**config.mk**
```make
export PLATFORM = sky130hd
export DESIGN_NAME = sysctl_regblk
export DESIGN_NICKNAME = d
export VERILOG_FILES = /design/src/rtl/sysctl_pkg.sv /design/src/rtl/sysctl_decode.sv /design/src/rtl/sysctl_regs.sv /design/src/rtl/sysctl_rdmux.sv /design/src/rtl/sysctl_xlate.sv /design/src/rtl/sysctl_regblk.sv
export SDC_FILE = /design/constraint.sdc
export NUM_CORES = 1
export LEC_CHECK = 0
export ABC_AREA = 1
export ABC_CLOCK_PERIOD_IN_PS = 1500
export BUFFER_PORTS_ARGS = -buffer_cell sky130_fd_sc_hd__buf_4
export CAP_MARGIN = 20
export CORE_ASPECT_RATIO = 2
export CORE_MARGIN = 4
export CORE_UTILIZATION = 45
export DETAILED_ROUTE_END_ITERATION = 16
export PLACE_DENSITY = 0.84
export SYNTH_ARGS = -nofsm -noshare
export SYNTH_HDL_FRONTEND = slang
export SYNTH_HIERARCHICAL = 1
export SYNTH_SLANG_ARGS = --single-unit
```
**constraint.sdc**
```tcl
create_clock -name clk -period 1.5 [get_ports clk]
set_input_delay 0 -clock clk [delete_from_list [all_inputs] [get_ports clk]]
set_output_delay 0 -clock clk [all_outputs]
set_load 0.02 [all_outputs]
```
**src/rtl/sysctl_pkg.sv**
```systemverilog
package sysctl_pkg;
  localparam int PORT_W = 16;
  localparam int DATA_W = 8;
  localparam int WIN_W  = 23;
  localparam int NIB_W  = 4;

  localparam logic [PORT_W-1:0] P_RESET   = 16'h0092;
  localparam logic [PORT_W-1:0] P_SCR0    = 16'h0398;
  localparam logic [PORT_W-1:0] P_SCR1    = 16'h0399;
  localparam logic [PORT_W-1:0] P_WIN_LO  = 16'h0800;
  localparam logic [PORT_W-1:0] P_WIN_HI  = 16'h0851;
  localparam logic [PORT_W-1:0] P_CPUCFG  = 16'h0800;
  localparam logic [PORT_W-1:0] P_FEAT    = 16'h0802;
  localparam logic [PORT_W-1:0] P_STAT    = 16'h0803;
  localparam logic [PORT_W-1:0] P_XFEAT   = 16'h0804;
  localparam logic [PORT_W-1:0] P_LED     = 16'h0808;
  localparam logic [PORT_W-1:0] P_LOCK1   = 16'h0810;
  localparam logic [PORT_W-1:0] P_LOCK2   = 16'h0812;
  localparam logic [PORT_W-1:0] P_L2INV   = 16'h0814;
  localparam logic [PORT_W-1:0] P_L2STAT  = 16'h0818;
  localparam logic [PORT_W-1:0] P_SYSCTL  = 16'h081C;
  localparam logic [PORT_W-1:0] P_MAP     = 16'h0850;

  localparam logic [DATA_W-1:0] ID_CPUCFG = 8'hEF;
  localparam logic [DATA_W-1:0] ID_FEAT   = 8'hAD;
  localparam logic [DATA_W-1:0] ID_STAT   = 8'hE0;
  localparam logic [DATA_W-1:0] ID_XFEAT  = 8'h39;
  localparam logic [DATA_W-1:0] ID_L2STAT = 8'h03;
  localparam logic [DATA_W-1:0] RD_EMPTY  = 8'hFF;

  typedef enum logic [3:0] {
    SEL_NONE, SEL_RSVD, SEL_RESET, SEL_SCR0, SEL_SCR1,
    SEL_CPUCFG, SEL_FEAT, SEL_STAT, SEL_XFEAT, SEL_LED,
    SEL_LOCK1, SEL_LOCK2, SEL_L2INV, SEL_L2STAT, SEL_SYSCTL, SEL_MAP
  } sel_e;
endpackage

```
**src/rtl/sysctl_decode.sv**
```systemverilog
module sysctl_decode
  import sysctl_pkg::*;
(
  input  logic [PORT_W-1:0] port_addr,
  output sel_e              sel,
  output logic              hit
);
  always_comb begin
    sel = SEL_NONE;
    if (port_addr >= P_WIN_LO && port_addr <= P_WIN_HI) begin
      sel = SEL_RSVD;
    end
    unique case (port_addr)
      P_RESET:  sel = SEL_RESET;
      P_SCR0:   sel = SEL_SCR0;
      P_SCR1:   sel = SEL_SCR1;
      P_CPUCFG: sel = SEL_CPUCFG;
      P_FEAT:   sel = SEL_FEAT;
      P_STAT:   sel = SEL_STAT;
      P_XFEAT:  sel = SEL_XFEAT;
      P_LED:    sel = SEL_LED;
      P_LOCK1:  sel = SEL_LOCK1;
      P_LOCK2:  sel = SEL_LOCK2;
      P_L2INV:  sel = SEL_L2INV;
      P_L2STAT: sel = SEL_L2STAT;
      P_SYSCTL: sel = SEL_SYSCTL;
      P_MAP:    sel = SEL_MAP;
      default:  ;
    endcase
  end

  assign hit = (sel != SEL_NONE);
endmodule

```
**src/rtl/sysctl_regs.sv**
```systemverilog
module sysctl_regs
  import sysctl_pkg::*;
#(
  parameter int NSCR = 2
) (
  input  logic              clk,
  input  logic              rst_n,
  input  sel_e              sel,
  input  logic              wr,
  input  logic [DATA_W-1:0] wdata,
  output logic              rst_q,
  output logic              led_q,
  output logic [NIB_W-1:0]  nib_q,
  output logic              map_q,
  output logic [DATA_W-1:0] scr_q [NSCR],
  output logic              lock1_q,
  output logic              lock2_q,
  output logic              l2inv_q
);
  logic              rst_d, led_d, map_d;
  logic [NIB_W-1:0]  nib_d;
  logic [DATA_W-1:0] scr_d [NSCR];
  logic              lock1_d, lock2_d, l2inv_d;
  logic              scr_we [NSCR];

  genvar gi;
  generate
    for (gi = 0; gi < NSCR; gi++) begin : g_scr
      assign scr_we[gi] = wr && (sel == ((gi == 0) ? SEL_SCR0 : SEL_SCR1));
      assign scr_d[gi]  = scr_we[gi] ? wdata : scr_q[gi];
      always_ff @(posedge clk or negedge rst_n) begin
        if (!rst_n) scr_q[gi] <= '0;
        else        scr_q[gi] <= scr_d[gi];
      end
    end
  endgenerate

  always_comb begin
    rst_d   = rst_q;
    led_d   = led_q;
    nib_d   = nib_q;
    map_d   = map_q;
    lock1_d = 1'b0;
    lock2_d = 1'b0;
    l2inv_d = 1'b0;
    if (wr) begin
      unique case (sel)
        SEL_RESET:  rst_d   = wdata[0];
        SEL_LED:    led_d   = |wdata;
        SEL_SYSCTL: nib_d   = wdata[NIB_W-1:0];
        SEL_MAP:    map_d   = wdata[0];
        SEL_LOCK1:  lock1_d = 1'b1;
        SEL_LOCK2:  lock2_d = 1'b1;
        SEL_L2INV:  l2inv_d = 1'b1;
        default:    ;
      endcase
    end
  end

  always_ff @(posedge clk or negedge rst_n) begin
    if (!rst_n) begin
      rst_q   <= 1'b0;
      led_q   <= 1'b0;
      nib_q   <= '0;
      map_q   <= 1'b0;
      lock1_q <= 1'b0;
      lock2_q <= 1'b0;
      l2inv_q <= 1'b0;
    end else begin
      rst_q   <= rst_d;
      led_q   <= led_d;
      nib_q   <= nib_d;
      map_q   <= map_d;
      lock1_q <= lock1_d;
      lock2_q <= lock2_d;
      l2inv_q <= l2inv_d;
    end
  end
endmodule

```
**src/rtl/sysctl_rdmux.sv**
```systemverilog
module sysctl_rdmux
  import sysctl_pkg::*;
(
  input  sel_e              sel,
  input  logic              rst_q,
  input  logic              led_q,
  input  logic [NIB_W-1:0]  nib_q,
  input  logic              map_q,
  input  logic [DATA_W-1:0] scr0_q,
  input  logic [DATA_W-1:0] scr1_q,
  output logic [DATA_W-1:0] rdata
);
  always_comb begin
    rdata = RD_EMPTY;
    unique case (sel)
      SEL_RESET:  rdata = DATA_W'(rst_q);
      SEL_SCR0:   rdata = scr0_q;
      SEL_SCR1:   rdata = scr1_q;
      SEL_CPUCFG: rdata = ID_CPUCFG;
      SEL_FEAT:   rdata = ID_FEAT;
      SEL_STAT:   rdata = ID_STAT;
      SEL_XFEAT:  rdata = ID_XFEAT;
      SEL_LED:    rdata = DATA_W'(led_q);
      SEL_L2STAT: rdata = ID_L2STAT;
      SEL_SYSCTL: rdata = DATA_W'(nib_q);
      SEL_MAP:    rdata = DATA_W'(map_q);
      default:    rdata = RD_EMPTY;
    endcase
  end
endmodule

```
**src/rtl/sysctl_xlate.sv**
```systemverilog
module sysctl_xlate
  import sysctl_pkg::*;
#(
  parameter int LOW_W    = 5,
  parameter int PAGE_LSB = 12,
  parameter int SHIFT    = 7
) (
  input  logic              sparse,
  input  logic [WIN_W-1:0]  win_addr,
  output logic [PORT_W-1:0] isa_port
);
  localparam int PAGE_W = WIN_W - PAGE_LSB;

  logic [WIN_W-1:0]  page_bits;
  logic [WIN_W-1:0]  page_shift;
  logic [PORT_W-1:0] sparse_port;
  logic [PORT_W-1:0] flat_port;

  assign page_bits   = {win_addr[WIN_W-1:PAGE_LSB], {PAGE_LSB{1'b0}}};
  assign page_shift  = page_bits >> SHIFT;
  assign sparse_port = PORT_W'(page_shift) | PORT_W'(win_addr[LOW_W-1:0]);
  assign flat_port   = win_addr[PORT_W-1:0];
  assign isa_port    = sparse ? sparse_port : flat_port;

  if (PAGE_W + LOW_W != PORT_W) begin : g_bad_geom
    initial $error("sparse geometry does not fill the port width");
  end
endmodule

```
**src/rtl/sysctl_regblk.sv**
```systemverilog
module sysctl_regblk
  import sysctl_pkg::*;
(
  input  logic              clk,
  input  logic              rst_n,
  input  logic [15:0]       port_addr,
  input  logic              port_wr,
  input  logic [7:0]        port_wdata,
  output logic [7:0]        port_rdata,
  output logic              port_hit,
  input  logic [22:0]       win_addr,
  output logic [15:0]       isa_port,
  output logic              map_sparse,
  output logic              soft_reset,
  output logic              disk_led,
  output logic [3:0]        sysctl_nibble,
  output logic              lock1_pulse,
  output logic              lock2_pulse,
  output logic              l2_inval_pulse
);
  logic       rst_meta_n, rst_sync_n;
  sel_e       sel;
  logic [7:0] scr_q [2];

  always_ff @(posedge clk or negedge rst_n) begin
    if (!rst_n) begin
      rst_meta_n <= 1'b0;
      rst_sync_n <= 1'b0;
    end else begin
      rst_meta_n <= 1'b1;
      rst_sync_n <= rst_meta_n;
    end
  end

  sysctl_decode u_dec (
    .port_addr (port_addr),
    .sel       (sel),
    .hit       (port_hit)
  );

  sysctl_regs #(.NSCR(2)) u_regs (
    .clk     (clk),
    .rst_n   (rst_sync_n),
    .sel     (sel),
    .wr      (port_wr),
    .wdata   (port_wdata),
    .rst_q   (soft_reset),
    .led_q   (disk_led),
    .nib_q   (sysctl_nibble),
    .map_q   (map_sparse),
    .scr_q   (scr_q),
    .lock1_q (lock1_pulse),
    .lock2_q (lock2_pulse),
    .l2inv_q (l2_inval_pulse)
  );

  sysctl_rdmux u_rd (
    .sel    (sel),
    .rst_q  (soft_reset),
    .led_q  (disk_led),
    .nib_q  (sysctl_nibble),
    .map_q  (map_sparse),
    .scr0_q (scr_q[0]),
    .scr1_q (scr_q[1]),
    .rdata  (port_rdata)
  );

  sysctl_xlate u_xl (
    .sparse   (map_sparse),
    .win_addr (win_addr),
    .isa_port (isa_port)
  );
endmodule

```
==> flow_metrics.tcl, run 1 <==
set metrics [dict create \
    status "finished, violations left" \
    violations "setup timing" \
    vias 2680 \
    period_minus_slack_ns 1.89 \
    layout_common_cells "buf_4, nand2_1, nand2_2" \
    avgRoutedWirePerCell_um 16.5 \
    crit_path_max_fanout 5 \
    cts_buffers 3 \
    ys_types 28 \
    die_w_um 57.8 \
    cellLeakagePower_nw 1.93 \
    insertion_delay_ns 0.28 \
    dr_wl_met2_um 4780 \
    powerDensity_nw_per_um2 452 \
    grt_max_degree 27 \
    setup_viol 32 \
    dieArea_um2 6230 \
    hold_viol 0 \
    finalWirelength_um 8360 \
    stdcell_count 506 \
    critPathTopFamily "simple AND/OR/NAND/NOR gates" \
    max_stage_delay_ns 0.18 \
    path_cells "buf_8 > nor2_4 > nand2_1 > nor2_1 > nand3_2 > nand2_4 > nor2_4 > nand2_2 > nand2_2 > nand2_2 > clkinv_4 > nor2_4 > buf_4 > nand3_1 > nand3_1 > nor2_2 > nand2_4 > buf_4" \
    yosysWarnings 6 \
    highest_layer "met4" \
    drive_above_1_share_pct 59.9 \
    swShare_pct 24.2 \
    cts_sinks 28 \
    core_area_um2 4860 \
    syn_nets 387 \
    fp.dieH_um 108 \
    row_count 36 \
    period_share_pct 126 \
    root_buffer "clkbuf_8" \
    num_antenna_cells 0 \
    num_io_pins 85 \
    firstDrtPassIters 4 \
    gp_congestion 0.891 \
    overflow 0 \
    worst-path-buf-inv 4 \
    hp-class "input port to output port" \
    grt_pass1_vias 2710 \
    antenna_found_initial 0 \
    final_common_cell "buf_4" \
    ir_drop_v 0.000629 \
    seqPwrFrac_pct 44.8 \
    via_per_inst 5.30 \
    arrival_ns 1.89 \
    netSwitchingPower_mw 0.410 \
    synthesis.area_um2 2230 \
    routedLengthMet1_um 2550 \
    rsz0062_at_grt "true" \
    intPower_mw 1.28 \
    fin_skew_ns 0.000979 \
    clkPwrFrac_pct 34.9 \
    area_growth_pct 67.5 \
    cp-end-kind "output port" \
    pre_cts_ws_ns -0.415 \
    p_comb_share_pct 20.3 \
    cp.required_ns 1.50 \
    worst_setup_path_start_kind "input port" \
    ant_nets 0 \
    dp_cells 487 \
    syn_avg_cell_area_um2 6.63 \
    grt_usage_pct 24.6 \
    ys_seq_elements 28 \
    drtIter0Drc 137 \
    criticalPathCategory "input port to output port" \
    grt_pass1_wl_um 11900 \
    setup_ws_ns -0.391 \
    dp_hpwl_um 5350 \
    met3_length_um 459 \
    start_util_pct 45.9 \
    drc 0 \
    cts_max_level 1 \
    critPathSlowestCell "buf_4" \
    ys_seq_area_share_pct 31.4 \
    drv_cap 0 \
    cts_tree "yes" \
    nets 500 \
    port_buffers 74 \
    clockBufferDepth 2 \
    drv_slew 0 \
    syn_inst 337 \
    timing.fmax_mhz 529 \
]
==> synthesized netlist by cell type, drive strengths merged <==
| cell | number | area, um^2 |
|---|---|---|
| inv | 38 | 143 |
| dfrtp | 28 | 701 |
| nor4 | 1 | 6.26 |
| nand3b | 2 | 18.8 |
| o21ai | 25 | 185 |
| nor2 | 59 | 283 |
| or3b | 1 | 8.76 |
| buf | 9 | 78.8 |
| clkinv | 1 | 5.00 |
| nor3 | 1 | 5.00 |
| o31ai | 1 | 7.51 |
| nand2 | 138 | 566 |
| nand3 | 29 | 198 |
| nor2b | 1 | 13.8 |
| a21oi | 1 | 5.00 |
| conb | 1 | 3.75 |
| a21o | 1 | 7.51 |
==> final timing paths <==
| kind | start | to | slack, ns | depth (start not counted) |
|---|---|---|---|---|
| worst max-delay path | port_addr[3] | port_rdata[3] | -0.39 | 18 |
| worst min-delay path | win_addr[1] | isa_port[1] | 0.000008 | 0 |
| worst max register to register | u_regs/led_q | u_regs/led_q | 0.80 | 2 |
| worst min register to register | rst_sync_n | u_regs/scr_q[14] | 0.23 | 1 |
| max in group asynchronous | rst_sync_n | u_regs/lock1_q | 1.01 | 1 |
| min in group asynchronous | rst_n | rst_sync_n | 0.05 | 2 |
==> flip-flops by register name, summed over array words and instances, names as in the netlist <==
register	cells
u_regs/led_q	1
u_regs/scr_q	16
u_regs/nib_q	4
rst_sync_n	1
u_regs/rst_q	1
u_regs/l2inv_q	1
rst_meta_n	1
u_regs/lock2_q	1
u_regs/lock1_q	1
u_regs/map_q	1
==> metrics by stage <==
step                total power [mW]  hold WS (ns)  instance area (um^2)  setup TNS [ns]  util (%)
finish                          1.69    0.00000777                  3740           -6.93      77.0
global route                    1.76     0.0000380                  3740          -10.05      77.0
CTS                             1.69      0.000137                  3520           -2.00      72.3
detailed placement              1.05        -0.214                  3080          -11.10      63.3
global placement                1.04        -0.218                  3080           -9.37      63.3
floorplan                      0.898        -0.296                  2320         -0.0905         -
==> metal layers <==
layer | vias to the layer above | global-route usage (%)
met5 | - | 0
met4 | 0 | 13.8
met3 | 38 | 2.76
met2 | 142 | 49.4
met1 | 1235 | 22.2
li1 | 1265 | -
==> repair_timing <==
item / CTS / global route
setup buffers: 8 / 5
pin swaps: 43 / 20
resized for setup: 81 / 65
hold endpoints to repair: 2 / 0
endpoints found under the setup margin: 29 / 33
gates cloned: 1 / 0
hold buffers: 1 / 0
==> power groups by stage <==
stage / Sequential (mW) / Clock (mW) / Combinational [mW]
2_1_floorplan: 0.783 / 0 / 0.114
3_3_place_gp: 0.774 / 0 / 0.268
3_5_place_dp: 0.774 / 0 / 0.274
4_1_cts: 0.759 / 0.604 / 0.324
5_1_grt: 0.759 / 0.636 / 0.369
6_report: 0.759 / 0.592 / 0.343
==> cell type report <==
type / instances / area [um^2]
Inverter: 39 / 173
Clock buffer: 3 / 41.3
Tap cell: 57 / 71.3
Sequential cell: 28 / 701
Timing Repair Buffer: 116 / 1010
Multi-Input combinational cell: 262 / 1710
Clock inverter: 1 / 30.0
Fill cell: 329 / 1120
==> cells by family (layout without fill, tap and decap cells) <==
family / Yosys count / after routing / synth area share (%)
simple gates: 232 / 233 / 49.2
buf+inv: 48 / 159 / 10.1
compound gates: 28 / 28 / 9.18
flops: 28 / 28 / 31.4
other cells: 1 / 1 / 0.168
==> worst reg2reg max path, cell delays in order, from the launching register on <==
cell and delay, ns:
dfrtp_1 0.42, o21ai_0 0.09, nand2_1 0.08
Note: power is estimated with default switching activity, not from simulation.
==> run 2, diff against run 1 <==
Settings changed: CELL_PAD_IN_SITES_DETAIL_PLACEMENT set to 1, CELL_PAD_IN_SITES_GLOBAL_PLACEMENT set to 1, CORE_UTILIZATION 45 to 30, PLACE_DENSITY 0.84 to 0.83.
==> run 2 against run 1 <==
Against the previous run:
- the flow still finishes with violations (setup timing)
- clock-buffer cell count is the same
- worst hold slack is essentially flat
- via count grew 3.1%
- clock skew grew 0.0015 ns
- clock power grew 39%
- die area grew 44%
- non-clock buffer count grew 3
- sequential power is essentially flat
- sequential share of layout area shrank 1.1 points
- largest cell class unchanged
- register-to-register slack lost 0.06 ns
- fmax shrank 4.0%
- highest routed layer unchanged
- utilization shrank 22 points
==> flow_metrics.tcl, run 2 (same netlist as run 1, synthesis figures left out) <==
set metrics [dict create \
    timing.fmax_mhz 507 \
    stdcell_area_um2 3970 \
    finalWirelength_um 10400 \
    critPathSlowestCell "nand3b_1" \
    clockBufferDepth 2 \
    nets 503 \
    period_minus_slack_ns 1.97 \
    root_buffer "clkbuf_16" \
    row_count 44 \
    worst-path-buf-inv 6 \
    reg_top3 "u_regs/scr_q: 16 flops, u_regs/nib_q: 4 flops" \
    via_per_inst 5.08 \
    grt_max_degree 27 \
    cts_sinks 28 \
    hold_viol 0 \
    max_stage_delay_ns 0.24 \
    crit_top_cell "nand2_2" \
    regMostFlops "u_regs/scr_q" \
    drive_above_1_share_pct 62.6 \
    grt_pass1_wl_um 14100 \
    period_share_pct 131 \
    rsz0062_at_grt "true" \
    path_cells "buf_8 > nor2_4 > nand2_2 > inv_2 > nand2_4 > nand2_4 > nand2_8 > buf_4 > nand3b_1 > inv_2 > nor2_4 > buf_6 > nand3_2 > nand2_2 > nor2_2 > nand2_2 > buf_6" \
    layout_common_cells "buf_4, nand2_1, nand2_2" \
    cts_max_level 1 \
    grt_usage_pct 20.1 \
    setup_ws_ns -0.471 \
    cts_tree "yes" \
    hp-class "input port to output port" \
    vias 2763 \
    insertion_delay_ns 0.27 \
    core_area_um2 7270 \
    port_buffers 74 \
    antenna_found_initial 0 \
    num_io_pins 85 \
    ant_nets 0 \
    gp_congestion 0.876 \
    setup_viol 34 \
    drv_slew 0 \
    avgRoutedWirePerCell_um 19.1 \
    grt_pass1_vias 2929 \
    tns_ns -10.35 \
    cp-end-kind "output port" \
    dp_hpwl_um 6800 \
    crit_path_max_fanout 5 \
    largest_reg_flops 16 \
    die_w_um 69.0 \
    status "finished, violations left" \
    critPathTopFamily "simple AND/OR/NAND/NOR gates" \
    hold_ws_ns 0.00000883 \
    cts_buffers 3 \
    drtIter0Drc 90 \
    num_antenna_cells 0 \
    dpl-instance-area_um2 3170 \
    ir_drop_v 0.000482 \
    final_common_cell "buf_4" \
    drv_cap 0 \
    powerDensity_nw_per_um2 486 \
    arrival_ns 1.97 \
    overflow 0 \
    firstDrtPassIters 4 \
    worst_setup_path_start_kind "input port" \
    start_util_pct 30.8 \
    violations "setup timing" \
    fp.dieH_um 130 \
    dieArea_um2 8980 \
    area_growth_pct 77.5 \
    cellLeakagePower_nw 2.00 \
    criticalPathCategory "input port to output port" \
    fin_skew_ns 0.00251 \
    cp.required_ns 1.50 \
    drc 0 \
]
run 2: per-stage QoR:
step	utilization [%]	power, mW	setup slack, ns	std cells
floorplan	-	0.898	-0.0191	337
global placement	43.6	1.04	-0.472	523
detailed placement	43.6	1.05	-0.547	523
CTS	48.1	1.88	-0.379	533
global route	54.6	1.99	-0.569	544
finish	54.6	1.93	-0.471	544
run 2: worst reg2reg max path, cell delays in order, from the launching register on:
cell and delay (ns):
dfrtp_1 0.48, nand2_1 0.10, o21ai_1 0.06
run 2: cell type report:
type	instances	area (um^2)
sequential	28	701
fill	890	3300
timing repair buffer	119	1080
tap	92	115
inverter	39	180
clock inverter	1	30.0
multi-input combinational	262	1780
clock buffer	3	75.1
run 2: worst paths after layout:
check / cells after the start / from / slack, ns / endpoint
worst max-delay path: 17 / port_addr[3] / -0.47 / port_rdata[1]
worst min-delay path: 0 / win_addr[4] / 0.000009 / isa_port[4]
worst max register to register: 2 / u_regs/map_q / 0.74 / u_regs/map_q
worst min register to register: 1 / rst_sync_n / 0.25 / u_regs/scr_q[12]
max in group asynchronous: 1 / rst_sync_n / 0.98 / u_regs/l2inv_q
min in group asynchronous: 2 / rst_n / 0.05 / rst_sync_n
run 2: per-layer routing:
metal	vias to the layer above	share of wire (%)	track usage [%]	wire [um]
met1	1329	31	16.7	3220
met4	0	6.5	14.6	675
met3	41	4.3	3.01	443
met2	115	58	41.3	6050
li1	1278	-	-	-
met5	-	0	0	0
run 2: where the power goes:
part	leakage, nW	internal (mW)	switching (mW)
registers	0.387	0.757	0.00155
logic	1.56	0.162	0.184
clock network	0.0511	0.533	0.289
total	2.00	1.45	0.475
run 2: what timing repair did:
| action | in CTS | in global routing |
|---|---|---|
| hold endpoints to repair | 2 | 0 |
| buffers inserted | 5 | 10 |
| setup endpoints to repair | 32 | 34 |
| gates cloned | 1 | 1 |
| gates resized for setup | 52 | 111 |
| hold buffers | 1 | 0 |
| pin swaps | 29 | 32 |
